==> src/rtl/dclk_divider.sv <==
module dclk_divider #(
  parameter int MAX_DIV = 32
) (
  input  logic                           clk_ref,
  input  logic                           rst_n,
  input  logic [1:0]                     interp_sel,
  input  logic                           zero_stuff,
  input  logic                           interleaved,
  input  logic [1:0]                     extra_div,
  output logic                           data_clk,
  output logic [$clog2(MAX_DIV):0]       divisor,
  output logic                           cfg_invalid
);
  localparam int CW = $clog2(MAX_DIV);
  localparam int DW = CW + 1;

  logic [5:0]    cfg, cfg_q;
  logic [CW-1:0] cnt, mask;
  logic [3:0]    base_lg, lg;
  logic          bad_mode, div_hi;

  assign cfg = {interp_sel, zero_stuff, interleaved, extra_div};

  always_comb begin
    bad_mode = 1'b0;
    case (cfg_q[3:2])
      2'b00: base_lg = {2'b00, cfg_q[5:4]};
      2'b01: begin
        bad_mode = (cfg_q[5:4] == 2'b00);
        base_lg  = bad_mode ? 4'd0 : {2'b00, cfg_q[5:4]} - 4'd1;
      end
      2'b10:   base_lg = {2'b00, cfg_q[5:4]} + 4'd1;
      default: base_lg = {2'b00, cfg_q[5:4]};
    endcase
    case (cfg_q[1:0])
      2'b01:   lg = base_lg + 4'd1;
      2'b10:   lg = base_lg + 4'd2;
      default: lg = base_lg;
    endcase
  end

  assign cfg_invalid = bad_mode || (lg > 4'(CW));
  assign divisor     = cfg_invalid ? '0 : DW'(1) << lg;
  assign mask        = cfg_invalid ? '0 : CW'(divisor - DW'(1));
  assign div_hi      = cnt > (mask >> 1);
  assign data_clk    = rst_n && !cfg_invalid && ((lg == 4'd0) ? clk_ref : div_hi);

  always_ff @(posedge clk_ref or negedge rst_n) begin
    if (!rst_n) begin
      cfg_q <= '0;
      cnt   <= '0;
    end else if (cfg != cfg_q) begin
      cfg_q <= cfg;
      cnt   <= '0;
    end else begin
      cnt <= CW'(cnt + 1'b1) & mask;
    end
  end

  a_r11_restart: assert property (@(posedge clk_ref) disable iff (!rst_n)
    (cfg != cfg_q) |=> (cnt == '0));
  a_r8_count_step: assert property (@(posedge clk_ref) disable iff (!rst_n)
    (cfg == cfg_q) |=> (cnt == (CW'($past(cnt) + 1'b1) & $past(mask))));
  a_r6_bounded: assert property (@(posedge clk_ref) disable iff (!rst_n)
    divisor <= DW'(MAX_DIV));
  a_r7_power_of_two: assert property (@(posedge clk_ref) disable iff (!rst_n)
    $onehot0(divisor));
  a_r10_quiet: assert property (@(posedge clk_ref) disable iff (!rst_n)
    cfg_invalid |-> !data_clk);
endmodule

==> config.mk <==
export PLATFORM = sky130hd
export DESIGN_NAME = dclk_divider
export DESIGN_NICKNAME = d
export VERILOG_FILES = /design/src/rtl/dclk_divider.sv
export SDC_FILE = /design/constraint.sdc
export NUM_CORES = 1
export LEC_CHECK = 0
export BUFFER_PORTS_ARGS = -buffer_cell sky130_fd_sc_hd__buf_2
export CORE_ASPECT_RATIO = 0.8
export CORE_MARGIN = 2
export CORE_UTILIZATION = 33
export DETAILED_ROUTE_END_ITERATION = 10
export HOLD_SLACK_MARGIN = 0.03
export PLACE_DENSITY_LB_ADDON = 0.05
export SLEW_MARGIN = 20
export SYNTH_ARGS = -nofsm -noshare
export SYNTH_HDL_FRONTEND = slang
export SYNTH_SLANG_ARGS = --single-unit
export TNS_END_PERCENT = 10
==> constraint.sdc <==
create_clock -name clk_ref -period 14.7 [get_ports clk_ref]
set_clock_uncertainty 0.2 [all_clocks]
set_input_delay 0.735 -clock clk_ref [delete_from_list [all_inputs] [get_ports clk_ref]]
set_output_delay 0.735 -clock clk_ref [all_outputs]
set_load 0.01 [all_outputs]
==> flow_summary.toml, run 1 <==
[synth]
ys_ff_latch = 11
synth_flop_cell = "dfrtp_1"
synth_area_leaders = "dfrtp_1 (22%), ha_1 (16%), xor2_1 (4.2%)"
synthesis.area_mm2 = 0.001261
synth_edf_count = 0
synthCells = 141
synth_cell_types = 46
synth_top_cell_by_area = "dfrtp_1"
syn_area_per_cell_um2 = 8.945
synthArstFlopShare_pct = 100.0
syn_nets = 165
yosysSeqAreaShare_pct = 21.83
yosysWarnings = 0
synth_top_area_share_pct = 21.83

[outcome]
status = "finished, final reports clean"

[timing]
fin_setup_tns_ps = 0
worst_pin_slew_ps = 649.6
slew_viol_final = 0
rsz0062_at_grt = "no"
setup_viol = 0
hold_violations = 0
relSlewSlack_pct = 56.70

[worst_hold_path]
worstHoldPathType = "input pin to asynchronous set/reset pin"

[power]
p_leak_nw = 0.6482
intPower_w = 0.00009015
combPwrFrac_pct = 35.8
totalPowerFinal_w = 0.0001351
pwr-share-clk_pct = 40.3
p_switching_w = 0.00004490
sw_frac_of_total_pct = 33.24
peakVddDrop_uv = 58.56
power.density_mw_per_mm2 = 93.45
p_seq_share_pct = 24.0

[critical_path]
cp.depth = 5
cp_common_cell = "clkbuf_8"
arrival_ps = 7960
worst_setup_path_end_kind = "primary output"
rrSetupSlack_ps = 10570
cp_top_family = "buffers and inverters"
worstRegToRegCells = 13
crit_end = "data_clk"
cp.buffers_inverters = 3
worst-setup-path-type = "clock port to primary output"
cp-startpoint = "clk_ref"
crit_slowest_cell = "nor3_1"
r2r-end = "cnt[2]"
critPathLaunchType = "clock port"
cp_cell_sequence = "clkbuf_8, clkbuf_8, nor3_1, nor4bb_1, buf_2"
cp.required_ps = 13770
slowest_delay_ps = 170
path_max_fanout = 2
reg2reg_from = "cfg_q[4]"

[grt]
grt_pass1_vias = 1135
antenna_found_initial = 0
overflow = 0
grt_max_degree = 13
grt_pass1_wl_um = 5257
track_usage_pct = 16.22

[route]
wirelength_um = 2871
vias = 1083
viasPerCell = 5.442
wl_per_cell_um = 14.43
drt_iter0_drc = 56
ant_nets = 0
drc = 0
first_pass_iters = 4

[floorplanning]
die-height_um = 59.30
die_area_mm2 = 0.004336
rows = 20
fp.coreArea_mm2 = 0.003729
start_util_pct = 33.83
die_w_um = 73.12
pin_count = 16

[cells_and_area]
synthToLayoutAreaGrowth_pct = 14.58
drive_gt1_share_pct = 21.94
seq_area_um2 = 275.3
n_fill_cell = 379
antenna_cells = 0
multi_input_area_um2 = 915.9
nNetsFinal = 180

[clocking]
cts_resized = 0
postCtsSetupRepairBufs = 0
cts_tree = "yes"
hold_buffers = 0
clk_pin_slew_worst_paths_ps = 50
insertion_delay_ps = 340

[placed_design]
dpl.hpwl_um = 2333
port_buffers = 15
place_congestion = 0.7531

[run]
max-cap-violations = 0
==> per-layer routing <==
metal | part of all wire (%) | vias to the layer above | GRT usage [%]
met5 | 0 | - | 0
met4 | 3.3 | 0 | 10.85
met3 | 2.4 | 10 | 2.721
met2 | 44 | 23 | 23.17
met1 | 51 | 510 | 22.38
li1 | - | 540 | -
==> power groups by stage <==
stage	Clock, W	Sequential [W]	Combinational, W
floorplan	0.00000224	0.0000325	0.0000365
global placement	0.00000294	0.0000328	0.0000475
detailed placement	0.00000294	0.0000329	0.0000483
CTS	0.0000564	0.0000324	0.0000484
global route	0.0000580	0.0000325	0.0000552
finish	0.0000544	0.0000324	0.0000483
==> cell usage in the layout (no fill, tap or decap), types with 3 or more instances in the layout <==
| cell | instances |
|---|---|
| buf_2 | 15 |
| nor3_1 | 9 |
| clkbuf_8 | 6 |
| a21oi_1 | 4 |
| nor2b_1 | 3 |
| xor2_1 | 6 |
| nand3_1 | 4 |
| nand2_1 | 9 |
| inv_1 | 10 |
| o21ai_0 | 8 |
| xnor2_1 | 3 |
| nand3b_1 | 3 |
| nor2_1 | 6 |
| ha_1 | 16 |
| dfrtp_1 | 11 |
==> flip-flops by register name (all words and copies together) (netlist names) <==
register	cells
cfg_q	6
cnt	5
==> cells by family (layout without fill, tap and decap cells) <==
group                      count (synthesis)  after routing  synth area share [%]
adders and majority gates                 16             16                 15.87
DFF                                       11             11                 21.83
AOI/OAI and AO/OA                         34             34                 24.70
and+or+nand+nor                           53             53                 25.79
buffers and inverters                     18             32                 5.556
xor gates and xnor gates                   9              9                 6.250
==> how the worst min path moves through the flow <==
stage | start | end | slack (ps)
after detailed placement | cnt[0] | cnt[0] | 380
after global placement | rst_n | cnt[2] | 420
final | rst_n | cnt[2] | 50
after floorplan | rst_n | cfg_q[0] | 240
after global routing | rst_n | cnt[2] | 60
after CTS | rst_n | cnt[2] | 60
==> metrics by stage <==
step / utilization (%) / worst slack [ps] / hold slack [ps] / std cells / cell area [um2]
global placement: 36.44 / 6057 / 416.3 / 192 / 1359
global route: 38.76 / 5786 / 62.10 / 199 / 1445
CTS: 38.76 / 5792 / 56.50 / 199 / 1445
floorplan: - / 6158 / 239.4 / 141 / 1261
detailed placement: 36.44 / 6057 / 375.1 / 192 / 1359
finish: 38.76 / 5801 / 54.66 / 199 / 1445
==> cell usage after synthesis, types with 4 or more instances <==
library cell / n
nor3_1: 9
nand2_1: 9
o21ai_0: 8
nand3_1: 4
ha_1: 16
inv_1: 10
a21oi_1: 4
clkbuf_1: 6
xor2_1: 6
nor2_1: 6
dfrtp_1: 11
==> area by class of cell <==
class	instances	area share, %
tap	44	3.810
inverter	10	2.597
clock buffer	8	6.320
sequential	11	19.05
multi-input combinational	112	63.38
timing repair buffer	14	4.848
Note: power is estimated with default switching activity, not from simulation.
==> run 2, diff against run 1 <==
- clock period: 14.7 -> 9 ns (I/O delays scaled with it)
==> run 2 against run 1 <==
Sequential share of layout area fell by 0.64 points. Final area rose by 3.5%. Critical path depth rose by 15. Cell count rose by 2.5%. Power rose by 65%. Wire length rose by 0.10%. Combinational power rose by 66%.
==> flow_summary.toml, run 2 (synthesis gave the netlist of run 1 again) <==
[power]
p_leak_nw = 0.6691
power.density_mw_per_mm2 = 148.7
totalPowerFinal_w = 0.0002223
peakVddDrop_uv = 106.4

[grt]
grt_pass1_wl_um = 5071
track_usage_pct = 15.67
grt_max_degree = 13
overflow = 0
antenna_found_initial = 0
grt_pass1_vias = 1121

[clocking]
postCtsSetupRepairBufs = 0
insertion_delay_ps = 340
clk_pin_slew_worst_paths_ps = 50
cts_resized = 0
hold_buffers = 4
cts_tree = "yes"

[timing]
setup_slack_ps = 3119
relSlewSlack_pct = 51.87
rsz0062_at_grt = "no"
hold_violations = 0
period_share_pct = 65.34
period_minus_slack_ps = 5881
fin_setup_tns_ps = 0
slew_viol_final = 0
worst_pin_slew_ps = 722.0
setup_viol = 0
clock.fmax_ghz = 0.1700

[placed_design]
place_congestion = 0.8073
port_buffers = 15
dpl.hpwl_um = 2324
dpl_cell_area_mm2 = 0.001359
dp_slack_ps = 3472

[route]
drt_iter0_drc = 48
route.met3.wl_um = 122
wirelength_um = 2874
drc = 0
wl_per_cell_um = 14.09
vias = 1117
highest_layer = "met4"
ant_nets = 0
dr_wl_met2_um = 1185
viasPerCell = 5.475
first_pass_iters = 4
wl_met1_um = 1453

[cells_and_area]
nNetsFinal = 185
final_area_mm2 = 0.001495
synthToLayoutAreaGrowth_pct = 18.55
mostFrequentLayoutCells = "ha_1 (16), buf_2 (15), dfrtp_1 (11), inv_1 (10)"
layout_commonest_cell = "ha_1"
multi_input_area_um2 = 915.9
fin_util_pct = 40.10
top_register = "cfg_q"
largest_reg_flops = 6
seq_area_um2 = 275.3
drive_gt1_share_pct = 21.25
reg_top3 = "cfg_q: 6 flops, cnt: 5 flops"
n_fill_cell = 389
antenna_cells = 0

[critical_path]
worstRegToRegCells = 13
path_max_fanout = 6
critPathLaunchType = "flip-flop"
cp.required_ps = 8350
worst_setup_path_end_kind = "primary output"
arrival_ps = 5230
worst-setup-path-type = "flip-flop to primary output"

[worst_hold_path]
worstHoldPathType = "input pin to flip-flop"
min_path_cells = 1

[run]
max-cap-violations = 0

[floorplanning]
die-height_um = 59.30
pin_count = 16
die_area_mm2 = 0.004336
rows = 20
die_w_um = 73.12
fp.coreArea_mm2 = 0.003729
start_util_pct = 33.83

[outcome]
status = "finished, final reports clean"
-- run 2: changes by cell type in the layout (fill, tap and decap cells not counted), sizes merged --
cell,delta
dlygate4sd3,+5
-- run 2: power by group --
group	leakage [nW]	switching [W]	internal [W]
Sequential	0.140	0.00000178	0.0000510
Clock	0.0544	0.0000268	0.0000623
Combinational	0.475	0.0000454	0.0000350
Total	0.669	0.0000740	0.000148
-- run 2: layout make-up --
| type | instances | area share (%) |
|---|---|---|
| well taps | 44 | 3.682 |
| clock buffers | 8 | 6.109 |
| flip-flops and latches | 11 | 18.41 |
| repair buffers | 19 | 8.033 |
| inverters | 10 | 2.510 |
| multi-input cells | 112 | 61.26 |
-- run 2: critical path: stages, from the launching register on --
cell	delay, ps
dfrtp_1	430
inv_1	120
ha_1	320
a221oi_1	460
nor2_1	150
ha_1	310
and2_1	160
a41oi_2	210
a2bb2oi_4	230
nand2_1	160
or3_1	400
ha_1	230
or3_4	400
a21o_1	190
ha_1	280
nor2b_1	130
o21a_1	160
o211ai_1	160
o211ai_1	110
nor4bb_1	150
buf_2	140
-- run 2: stage by stage --
step / std cells / hold WS, ps
after floorplan: 141 / -45.59
after global placement: 192 / 136.5
after detailed placement: 192 / 138.8
after CTS: 203 / 32.49
after global routing: 204 / 32.41
final: 204 / 39.09
-- run 2: layer usage --
metal | track usage [%] | vias up
li1 | - | 550
met5 | 0 | -
met1 | 21.48 | 525
met2 | 21.24 | 29
met3 | 3.061 | 13
met4 | 12.43 | 0
-- run 2: final timing paths --
check                                 start       end  slack, ps
worst max-delay path               cfg_q[4]  data_clk       3120
min in group asynchronous             rst_n  cfg_q[0]        310
worst min register to register       cnt[0]    cnt[0]        410
worst min-delay path            interleaved  cfg_q[2]         40
worst max register to register     cfg_q[4]    cnt[2]       4880
max in group asynchronous             rst_n  cfg_q[1]       8080
==> run 3, diff against run 2 <==
- clock period: 9 -> 6 ns (I/O delays scaled with it)
==> run 3 against run 2 <==
Sequential share of layout area is 0.75 points lower. Sequential cell count did not move. Largest power group unchanged. Combinational power rose by 59%. Critical path depth is the same. Die area is the same. Worst hold slack better by 120 ps. Sequential power up 50%. Setup slack worse by 2800 ps. Critical endpoint unchanged. Via count is 1.3% higher. Register-to-register slack lost 2800 ps. First-iteration DRC count rose by 19%. Wire length hardly changed. Largest cell class unchanged.
==> flow_summary.toml, run 3 (synthesis gave the netlist of run 1 again) <==
[outcome]
status = "finished, final reports clean"

[cells_and_area]
antenna_cells = 0
layout_commonest_cell = "ha_1"
top_register = "cfg_q"
mostFrequentLayoutCells = "ha_1 (16), buf_2 (15), dfrtp_1 (11), inv_1 (10), nor3_1 (9)"
reg_top3 = "cfg_q: 6 flops, cnt: 5 flops"
nNetsFinal = 189
largest_reg_flops = 6
synthToLayoutAreaGrowth_pct = 23.61
drive_gt1_share_pct = 24.39

[route]
drt_iter0_drc = 57
ant_nets = 0
wirelength_um = 2875
viasPerCell = 5.442
vias = 1132
wl_per_cell_um = 13.82
drc = 0
first_pass_iters = 4

[floorplanning]
die-height_um = 59.30
fp.coreArea_mm2 = 0.003729
die_area_mm2 = 0.004336
pin_count = 16
rows = 20
die_w_um = 73.12
start_util_pct = 33.83

[critical_path]
cp_top_family = "simple AND/OR/NAND/NOR gates"
slowest_delay_ps = 420
cp.depth = 20
worst_setup_path_end_kind = "primary output"
cp_common_cell = "ha_1"
path_max_fanout = 6
worstRegToRegCells = 13
worst-setup-path-type = "flip-flop to primary output"
cp_cell_sequence = "inv_1, ha_1, a221oi_4, nor2_2, ha_1, and2_1, a41oi_2, a2bb2oi_4, nand2_1, or3_1, ha_1, or3_4, a21o_1, ha_1, nor2b_1, o21a_1, o211ai_1, o211ai_1, nor4bb_2, buf_2"
arrival_ps = 5150
cp.buffers_inverters = 2
critPathLaunchType = "flip-flop"
cp.required_ps = 5500
crit_slowest_cell = "dfrtp_1"

[grt]
grt_max_degree = 13
grt_pass1_vias = 1129
antenna_found_initial = 0
track_usage_pct = 15.23
grt_pass1_wl_um = 4954
overflow = 0

[power]
p_leak_nw = 0.6900
power.density_mw_per_mm2 = 218.7
peakVddDrop_uv = 145.4

[placed_design]
dpl.hpwl_um = 2260
place_congestion = 0.7893
port_buffers = 15
dp_slack_ps = 596.4

[run]
max-cap-violations = 0

[timing]
period_minus_slack_ps = 5650
setup_slack_ps = 349.6
clock.fmax_ghz = 0.1770
relSlewSlack_pct = 58.71
hold_violations = 0
slew_viol_final = 0
setup_viol = 0
period_share_pct = 94.17
fin_setup_tns_ps = 0
worst_pin_slew_ps = 619.3
rsz0062_at_grt = "no"

[clocking]
cts_tree = "yes"
insertion_delay_ps = 340
clk_pin_slew_worst_paths_ps = 50

[worst_hold_path]
worstHoldPathType = "input pin to asynchronous set/reset pin"
-- run 3: changes by cell type in the layout (fill, tap and decap cells not counted), sizes merged --
cell,delta
dlygate4sd3,+2
buf,+2
-- run 3: per-stage QoR --
step	cells	util (%)	area, um2	total power (W)	hold slack, ps
after floorplan	141	-	1261	0.0001746	-195.6
after global placement	192	36.44	1359	0.0002041	-10.12
after detailed placement	192	36.44	1359	0.0002053	-11.47
after CTS	206	40.64	1515	0.0003384	158.3
after global routing	208	41.81	1559	0.0003683	178.4
final	208	41.81	1559	0.0003410	156.8
-- run 3: where the power goes --
group / leakage, nW / internal, W / total (W) / switching, W
clock: 0.0553 / 0.0000947 / 0.000134 / 0.0000390
combinational: 0.495 / 0.0000568 / 0.000128 / 0.0000711
sequential: 0.140 / 0.0000765 / 0.0000793 / 0.00000275
total: 0.690 / 0.000228 / 0.000341 / 0.000113
-- run 3: repair_timing --
item / CTS / global route
setup endpoints to repair: 0 / 2
hold endpoints to repair: 17 / 0
resized for setup: 0 / 5
setup buffers: 0 / 2
hold buffers: 7 / 0
-- run 3: layer usage --
layer	track usage, %	wire (um)
met4	7.407	48
met1	20.83	1567
met3	4.082	71
met2	22.14	1187
met5	0	0
-- run 3: final timing paths --
check	start	to	slack, ps
min in group clk_ref	extra_div[0]	cfg_q[0]	410
worst max register to register	cfg_q[4]	cnt[2]	2050
worst min-delay path	rst_n	cfg_q[0]	160
worst min register to register	cnt[0]	cnt[0]	410
worst max-delay path	cfg_q[4]	data_clk	350
max in group asynchronous	rst_n	cnt[4]	5230
-- run 3: final cells by class --
class	instances	area (um2)
fillers	372	2170
multi-input cells	112	944.7
flip-flops and latches	11	275.3
repair buffers	23	155.1
clock buffers	8	91.34
well taps	44	55.05
inverters	10	37.54
